<file path="config.mk">
export PLATFORM = sky130hd
export DESIGN_NAME = pwm_sync_chan
export DESIGN_NICKNAME = d
export VERILOG_FILES = /design/src/rtl/pwm_sync_pkg.sv /design/src/rtl/pwm_shadow_regs.sv /design/src/rtl/pwm_sync_path.sv /design/src/rtl/pwm_timebase.sv /design/src/rtl/pwm_action.sv /design/src/rtl/pwm_sync_chan.sv
export SDC_FILE = /design/constraint.sdc
export NUM_CORES = 1
export LEC_CHECK = 0
export BUFFER_PORTS_ARGS = -buffer_cell sky130_fd_sc_hd__buf_4
export CAP_MARGIN = 20
export CORE_MARGIN = 2
export CORE_UTILIZATION = 45
export DETAILED_ROUTE_END_ITERATION = 6
export PLACE_DENSITY_LB_ADDON = 0.3
export RECOVER_POWER = 25
export SETUP_SLACK_MARGIN = 0.1
export SYNTH_ARGS = -nofsm -noshare
export SYNTH_HDL_FRONTEND = slang
export SYNTH_SLANG_ARGS = --single-unit
</file>
<file path="constraint.sdc">
create_clock -name clk -period 3.51 [get_ports clk]
set_input_delay 0.1755 -clock clk [delete_from_list [all_inputs] [get_ports clk]]
set_output_delay 0.1755 -clock clk [all_outputs]
set_load 0.005 [all_outputs]
</file>
<file path="src/rtl/pwm_sync_pkg.sv">
package pwm_sync_pkg;
  typedef enum logic {
    SYNC_FROM_ZERO  = 1'b0,
    SYNC_FROM_INPUT = 1'b1
  } sync_src_e;

  // registers between sync_in and the counter load
  localparam int unsigned SYNC_PIPE_DEPTH = 2;
endpackage

</file>
<file path="src/rtl/pwm_shadow_regs.sv">
module pwm_shadow_regs #(
  parameter int unsigned CW = 16
) (
  input  logic          clk,
  input  logic          rst_n,
  input  logic          take,
  input  logic [CW-1:0] prd_in,
  input  logic [CW-1:0] cmpa_in,
  input  logic [CW-1:0] cmpb_in,
  output logic [CW-1:0] prd_act,
  output logic [CW-1:0] cmpa_act,
  output logic [CW-1:0] cmpb_act
);
  // the input ports act as the shadow copy; the active set moves at zero only
  always_ff @(posedge clk) begin
    if (!rst_n) begin
      prd_act  <= '0;
      cmpa_act <= '0;
      cmpb_act <= '0;
    end else if (take) begin
      prd_act  <= prd_in;
      cmpa_act <= cmpa_in;
      cmpb_act <= cmpb_in;
    end
  end
endmodule

</file>
<file path="src/rtl/pwm_sync_path.sv">
module pwm_sync_path #(
  parameter int unsigned DEPTH = pwm_sync_pkg::SYNC_PIPE_DEPTH
) (
  input  logic                   clk,
  input  logic                   rst_n,
  input  logic                   sync_in,
  input  logic                   zero_evt,
  input  pwm_sync_pkg::sync_src_e src,
  output logic                   sync_out,
  output logic                   sync_apply
);
  import pwm_sync_pkg::*;

  logic [DEPTH-1:0] pipe_q;

  generate
    for (genvar i = 0; i < DEPTH; i++) begin : g_stage
      if (i == 0) begin : g_first
        always_ff @(posedge clk) begin
          if (!rst_n) pipe_q[0] <= 1'b0;
          else        pipe_q[0] <= sync_in;
        end
      end else begin : g_next
        always_ff @(posedge clk) begin
          if (!rst_n) pipe_q[i] <= 1'b0;
          else        pipe_q[i] <= pipe_q[i-1];
        end
      end
    end
  endgenerate

  assign sync_apply = pipe_q[DEPTH-1];
  assign sync_out   = (src == SYNC_FROM_INPUT) ? sync_in : zero_evt;
endmodule

</file>
<file path="src/rtl/pwm_timebase.sv">
module pwm_timebase #(
  parameter int unsigned CW = 16
) (
  input  logic          clk,
  input  logic          rst_n,
  input  logic          run,
  input  logic [CW-1:0] prd,
  input  logic          load,
  input  logic [CW-1:0] phase,
  input  logic          phase_dir_down,
  output logic [CW-1:0] ctr,
  output logic          cnt_up
);
  localparam logic [CW-1:0] ONE = CW'(1);

  // next {direction_up, count} of the triangle; turns at the period and at zero
  function automatic logic [CW:0] tri_step(input logic [CW-1:0] c,
                                           input logic up,
                                           input logic [CW-1:0] p);
    if (p == '0)   return {1'b1, {CW{1'b0}}};
    if (up) begin
      if (c >= p)  return {1'b0, c - ONE};
      return {1'b1, c + ONE};
    end
    if (c == '0)   return {1'b1, ONE};
    return {1'b0, c - ONE};
  endfunction

  logic [CW:0] nxt;
  assign nxt = tri_step(ctr, cnt_up, prd);

  always_ff @(posedge clk) begin
    if (!rst_n) begin
      ctr    <= '0;
      cnt_up <= 1'b1;
    end else if (run) begin
      if (load) begin
        ctr    <= phase;
        cnt_up <= !phase_dir_down;
      end else begin
        ctr    <= nxt[CW-1:0];
        cnt_up <= nxt[CW];
      end
    end
  end
endmodule

</file>
<file path="src/rtl/pwm_action.sv">
module pwm_action #(
  parameter int unsigned CW = 16
) (
  input  logic          clk,
  input  logic          rst_n,
  input  logic          run,
  input  logic [CW-1:0] ctr,
  input  logic          cnt_up,
  input  logic [CW-1:0] prd,
  input  logic [CW-1:0] cmpa,
  input  logic [CW-1:0] cmpb,
  output logic          out_a,
  output logic          out_b
);
  // zero event outranks the rising compare
  function automatic logic next_a(input logic cur, input logic [CW-1:0] c,
                                  input logic up, input logic [CW-1:0] ca);
    if (c == '0)        return 1'b1;
    if (up && c == ca)  return 1'b0;
    return cur;
  endfunction

  // period event outranks the falling compare
  function automatic logic next_b(input logic cur, input logic [CW-1:0] c,
                                  input logic up, input logic [CW-1:0] p,
                                  input logic [CW-1:0] cb);
    if (c == p)         return 1'b1;
    if (!up && c == cb) return 1'b0;
    return cur;
  endfunction

  always_ff @(posedge clk) begin
    if (!rst_n) begin
      out_a <= 1'b0;
      out_b <= 1'b0;
    end else if (run) begin
      out_a <= next_a(out_a, ctr, cnt_up, cmpa);
      out_b <= next_b(out_b, ctr, cnt_up, prd, cmpb);
    end
  end
endmodule

</file>
<file path="src/rtl/pwm_sync_chan.sv">
module pwm_sync_chan #(
  parameter int unsigned CW = 16
) (
  input  logic          clk,
  input  logic          rst_n,
  input  logic          tb_run,
  input  logic [CW-1:0] period_in,
  input  logic [CW-1:0] cmpa_in,
  input  logic [CW-1:0] cmpb_in,
  input  logic [CW-1:0] phase_in,
  input  logic          phase_en,
  input  logic          phase_dir_down,
  input  logic          sync_sel,
  input  logic          sync_in,
  output logic          sync_out,
  output logic          out_a,
  output logic          out_b,
  output logic [CW-1:0] ctr_out
);
  import pwm_sync_pkg::*;

  logic [CW-1:0] tb_ctr;
  logic          tb_up;
  logic [CW-1:0] prd_act, cmpa_act, cmpb_act;
  logic          at_zero;     // counter shows zero (running or not)
  logic          zero_evt;    // running cycle at zero
  logic          sync_apply;  // delayed sync reaching the counter
  logic          load_evt;    // phase value is forced this edge

  assign at_zero  = (tb_ctr == '0);
  assign zero_evt = tb_run && at_zero;
  assign load_evt = tb_run && phase_en && sync_apply;

  pwm_shadow_regs #(.CW(CW)) u_shadow (
    .clk(clk), .rst_n(rst_n), .take(at_zero),
    .prd_in(period_in), .cmpa_in(cmpa_in), .cmpb_in(cmpb_in),
    .prd_act(prd_act), .cmpa_act(cmpa_act), .cmpb_act(cmpb_act)
  );

  pwm_sync_path #(.DEPTH(SYNC_PIPE_DEPTH)) u_sync (
    .clk(clk), .rst_n(rst_n), .sync_in(sync_in), .zero_evt(zero_evt),
    .src(sync_src_e'(sync_sel)), .sync_out(sync_out), .sync_apply(sync_apply)
  );

  pwm_timebase #(.CW(CW)) u_tb (
    .clk(clk), .rst_n(rst_n), .run(tb_run), .prd(prd_act),
    .load(load_evt), .phase(phase_in), .phase_dir_down(phase_dir_down),
    .ctr(tb_ctr), .cnt_up(tb_up)
  );

  pwm_action #(.CW(CW)) u_act (
    .clk(clk), .rst_n(rst_n), .run(tb_run), .ctr(tb_ctr), .cnt_up(tb_up),
    .prd(prd_act), .cmpa(cmpa_act), .cmpb(cmpb_act),
    .out_a(out_a), .out_b(out_b)
  );

  assign ctr_out = tb_ctr;
endmodule

</file>
==> impl_results.md <==
* Clock transition at path regs at 90 ps
* Resized cells post-CTS at 0
* Worst Path Class, Setup: flip-flop to primary output
* GR Overflow Total at 0
* Crit path max fanout at 13
* Layout cell share with drive strength beyond 1 at 19.7%
* Count leader, synth: nand2_1
* DRT Pass-1 Iters at 5
* Crit. End Element: primary output
* Area Overhead vs Synth at 24.1%
* Hold EP: u_sync.pipe_q[0]
* Routed wire length at 12.8 mm
* Initial antenna violation count at 0
* Number of port buffers at 89
* Final HPWL DP at 9.27 mm
* Register Area at 1380 um2
* Final Hold Viols at 0
* Crit path time final at 3070 ps
* Nets at 703
* Fmax at 326 MHz
* Die H at 98.9 um
* WL/cell at 17.6 um
* Setup TNS at 0 ps
* Vias per cell at 5.69
* Synth Cell Area at 4050 um2
* Number of cells on the worst reg-to-reg path at 7
* Syn Nets at 620
* Mapped Cells at 531
* Critical path arrival at 2890 ps
* Die width at 98.9 um
* Power Density at 1280 nW/um2
* Fillers at 844
* Clock Path Buffers at 2
* Top cells by area, synth: dfxtp_1, nand2_1, a21oi_1, xor2_1, ha_1
* RR Endpoint: u_tb.ctr[15]
* Final Cycle Share at 87.4%
* Post-synth top flop: dfxtp_1
* Number of DRC markers in iteration 0 at 374
* Latest clock arrival within the worst-skew pair at 350 ps
* Footprint of the multi-input gates at 2410 um2
* Number of nets with antenna violations after routing at 0
* Leading area contributor after synthesis: dfxtp_1
* LEAKAGE at 2.13 nW
* Critical path cell sequence: clkbuf_1 -> or4b_4 -> or4_4 -> nor3_4 -> nand2_1 -> o21ai_0 -> buf_4
* Largest net degree at the start of global routing at 64
* HP Start: sync_in
* CP peak stage delay at 690 ps
* Critical path's top delay family: simple AND/OR/NAND/NOR gates
* TritonCTS clock tree: done
* Die area at 9780 um2
* EDFF count, synth at 0
* TritonCTS buffer count at 9
* RSZ-0062 raised after global routing: false
* Number of global-route vias before repair at 3855
* Yosys cell types at 53
* Hold path depth at 2
* Max VDD drop at 0.613 mV
* Max stage delay cell, worst path: or4b_4
* Buf+Inv Stages, Crit Path at 2
* Via count at 4139
* Seq cells post-synth at 69
* Initial Util at 46.4%
* Max Slew Vio Count at 0
* Gr usage total at 26.4%
* Placed insts at 710
* FFs w/ async S/R, synth at 0%
* Rel. slew slack at 45.4%
* Seq/Total Area, Yosys at 34.1%
* Yosys warnings at 0
* First-pass GRT wire length at 20.2 mm
* DRC violations left at 0
* CP Launch Type: flip-flop
* Setup bufs post-CTS at 0
* GP Congestion at 0.918
* Non-filler cells, final at 727
* Avg Inst Size Synth at 7.63 um2
* Post-synth top cells: nand2_1, dfxtp_1, a21oi_1, clkbuf_1, xor2_1
* # diodes at 0
* Row cnt at 34
* Root buffer cell: clkbuf_8
* Flop2flop setup slack at 450 ps
* Worst-margin pin slew at 819 ps
* Clk_skew at 14.3 ps
* Max cap viols at 0
* Run status: completed
* FF-to-FF Start: u_tb.ctr[2]
* Clk sink count at 69
* H-tree levels at 3
* Critical Path RT at 3330 ps
* Core area at 8720 um2
* I/O pin cnt at 90
* Worst Hold Class: primary input to flip-flop
* Hold_buf cts at 0
* Setup Viol. Count Final at 0
* Area fraction of the dominant cell type after synthesis at 34.1%
[registers in the layout, summed over array words and instances (netlist names)]
signal             flops
u_shadow.cmpa_act     16
u_act.out_b            1
u_sync.sync_apply      1
u_tb.cnt_up            1
u_sync.pipe_q          1
u_act.out_a            1
u_shadow.prd_act      16
u_shadow.cmpb_act     16
u_tb.ctr              16
[kinds of logic after synthesis]
| kind of cell | after synthesis | synth area share (%) |
|---|---|---|
| buf+inv | 63 | 6.43 |
| simple gates | 223 | 26.7 |
| mux | 8 | 2.01 |
| xor+xnor | 32 | 6.92 |
| compound gates | 118 | 18.3 |
| flops | 69 | 34.1 |
| fa+ha+maj | 18 | 5.56 |
[layout by cell type, fill, tap and decap left out, drive strengths merged, types with 9 or more instances in the layout]
| master | instances |
|---|---|
| a21oi | 59 |
| a22oi | 9 |
| buf | 93 |
| clkbuf | 29 |
| dfxtp | 69 |
| ha | 18 |
| inv | 23 |
| nand2 | 117 |
| nand3 | 17 |
| nand4 | 13 |
| nor2 | 20 |
| nor3 | 10 |
| nor4 | 17 |
| o21ai | 11 |
| or4 | 10 |
| xor2 | 27 |
[worst reg2reg max path, cell delays in order (launching register included)]
cell      delay [ps]
dfxtp_1          390
clkbuf_1         640
or4b_4           310
nor4_1            60
nor3_1           450
nand2_1          420
or3_1            460
a31oi_1          240
[layer usage]
metal | global-route usage (%) | routed length (um)
met3 | 5.25 | 737
met5 | 0 | 0
met4 | 9.48 | 376
met2 | 44.5 | 6240
met1 | 33.5 | 5460
[stage by stage]
stage          cell area [um2]  power [W]  worst slack (ps)  hold slack, ps  utilization [%]
6_report                  5020    0.00642               442            27.0             57.6
5_1_grt                   5020    0.00697               292            40.7             57.6
4_1_cts                   5070    0.00646               628            28.5             58.1
3_5_place_dp              4840    0.00570               657             392             55.6
3_3_place_gp              4840    0.00565               731             390             55.6
2_1_floorplan             4050    0.00450               656             297                -
[power breakdown]
group          total [W]  switching (W)  internal, W
Combinational    0.00428        0.00262      0.00166
Clock           0.000744       0.000325     0.000418
Sequential       0.00140       0.000264      0.00113
[worst max-delay path by stage]
| stage | startpoint | end | slack (ps) | depth (start not counted) |
|---|---|---|---|---|
| 2_1_floorplan | u_tb.ctr[0] | u_tb.ctr[6] | 660 | 10 |
| 3_3_place_gp | u_shadow.prd_act[13] | u_tb.ctr[6] | 730 | 10 |
| 3_5_place_dp | u_shadow.prd_act[14] | u_tb.ctr[6] | 660 | 10 |
| 4_1_cts | u_shadow.prd_act[14] | u_tb.ctr[6] | 630 | 10 |
| 5_1_grt | u_tb.ctr[2] | u_tb.ctr[15] | 290 | 7 |
| 6_report | u_tb.ctr[2] | sync_out | 440 | 7 |
[final cells by class]
cell class	count	share of cell area [%]
Tap cell	108	2.69
Sequential cell	69	27.5
Inverter	23	1.72
Clock buffer	10	2.74
Multi-Input combinational cell	399	47.9
Clock inverter	6	1.72
Timing Repair Buffer	112	15.7
Power figures use the tool's default switching activity.
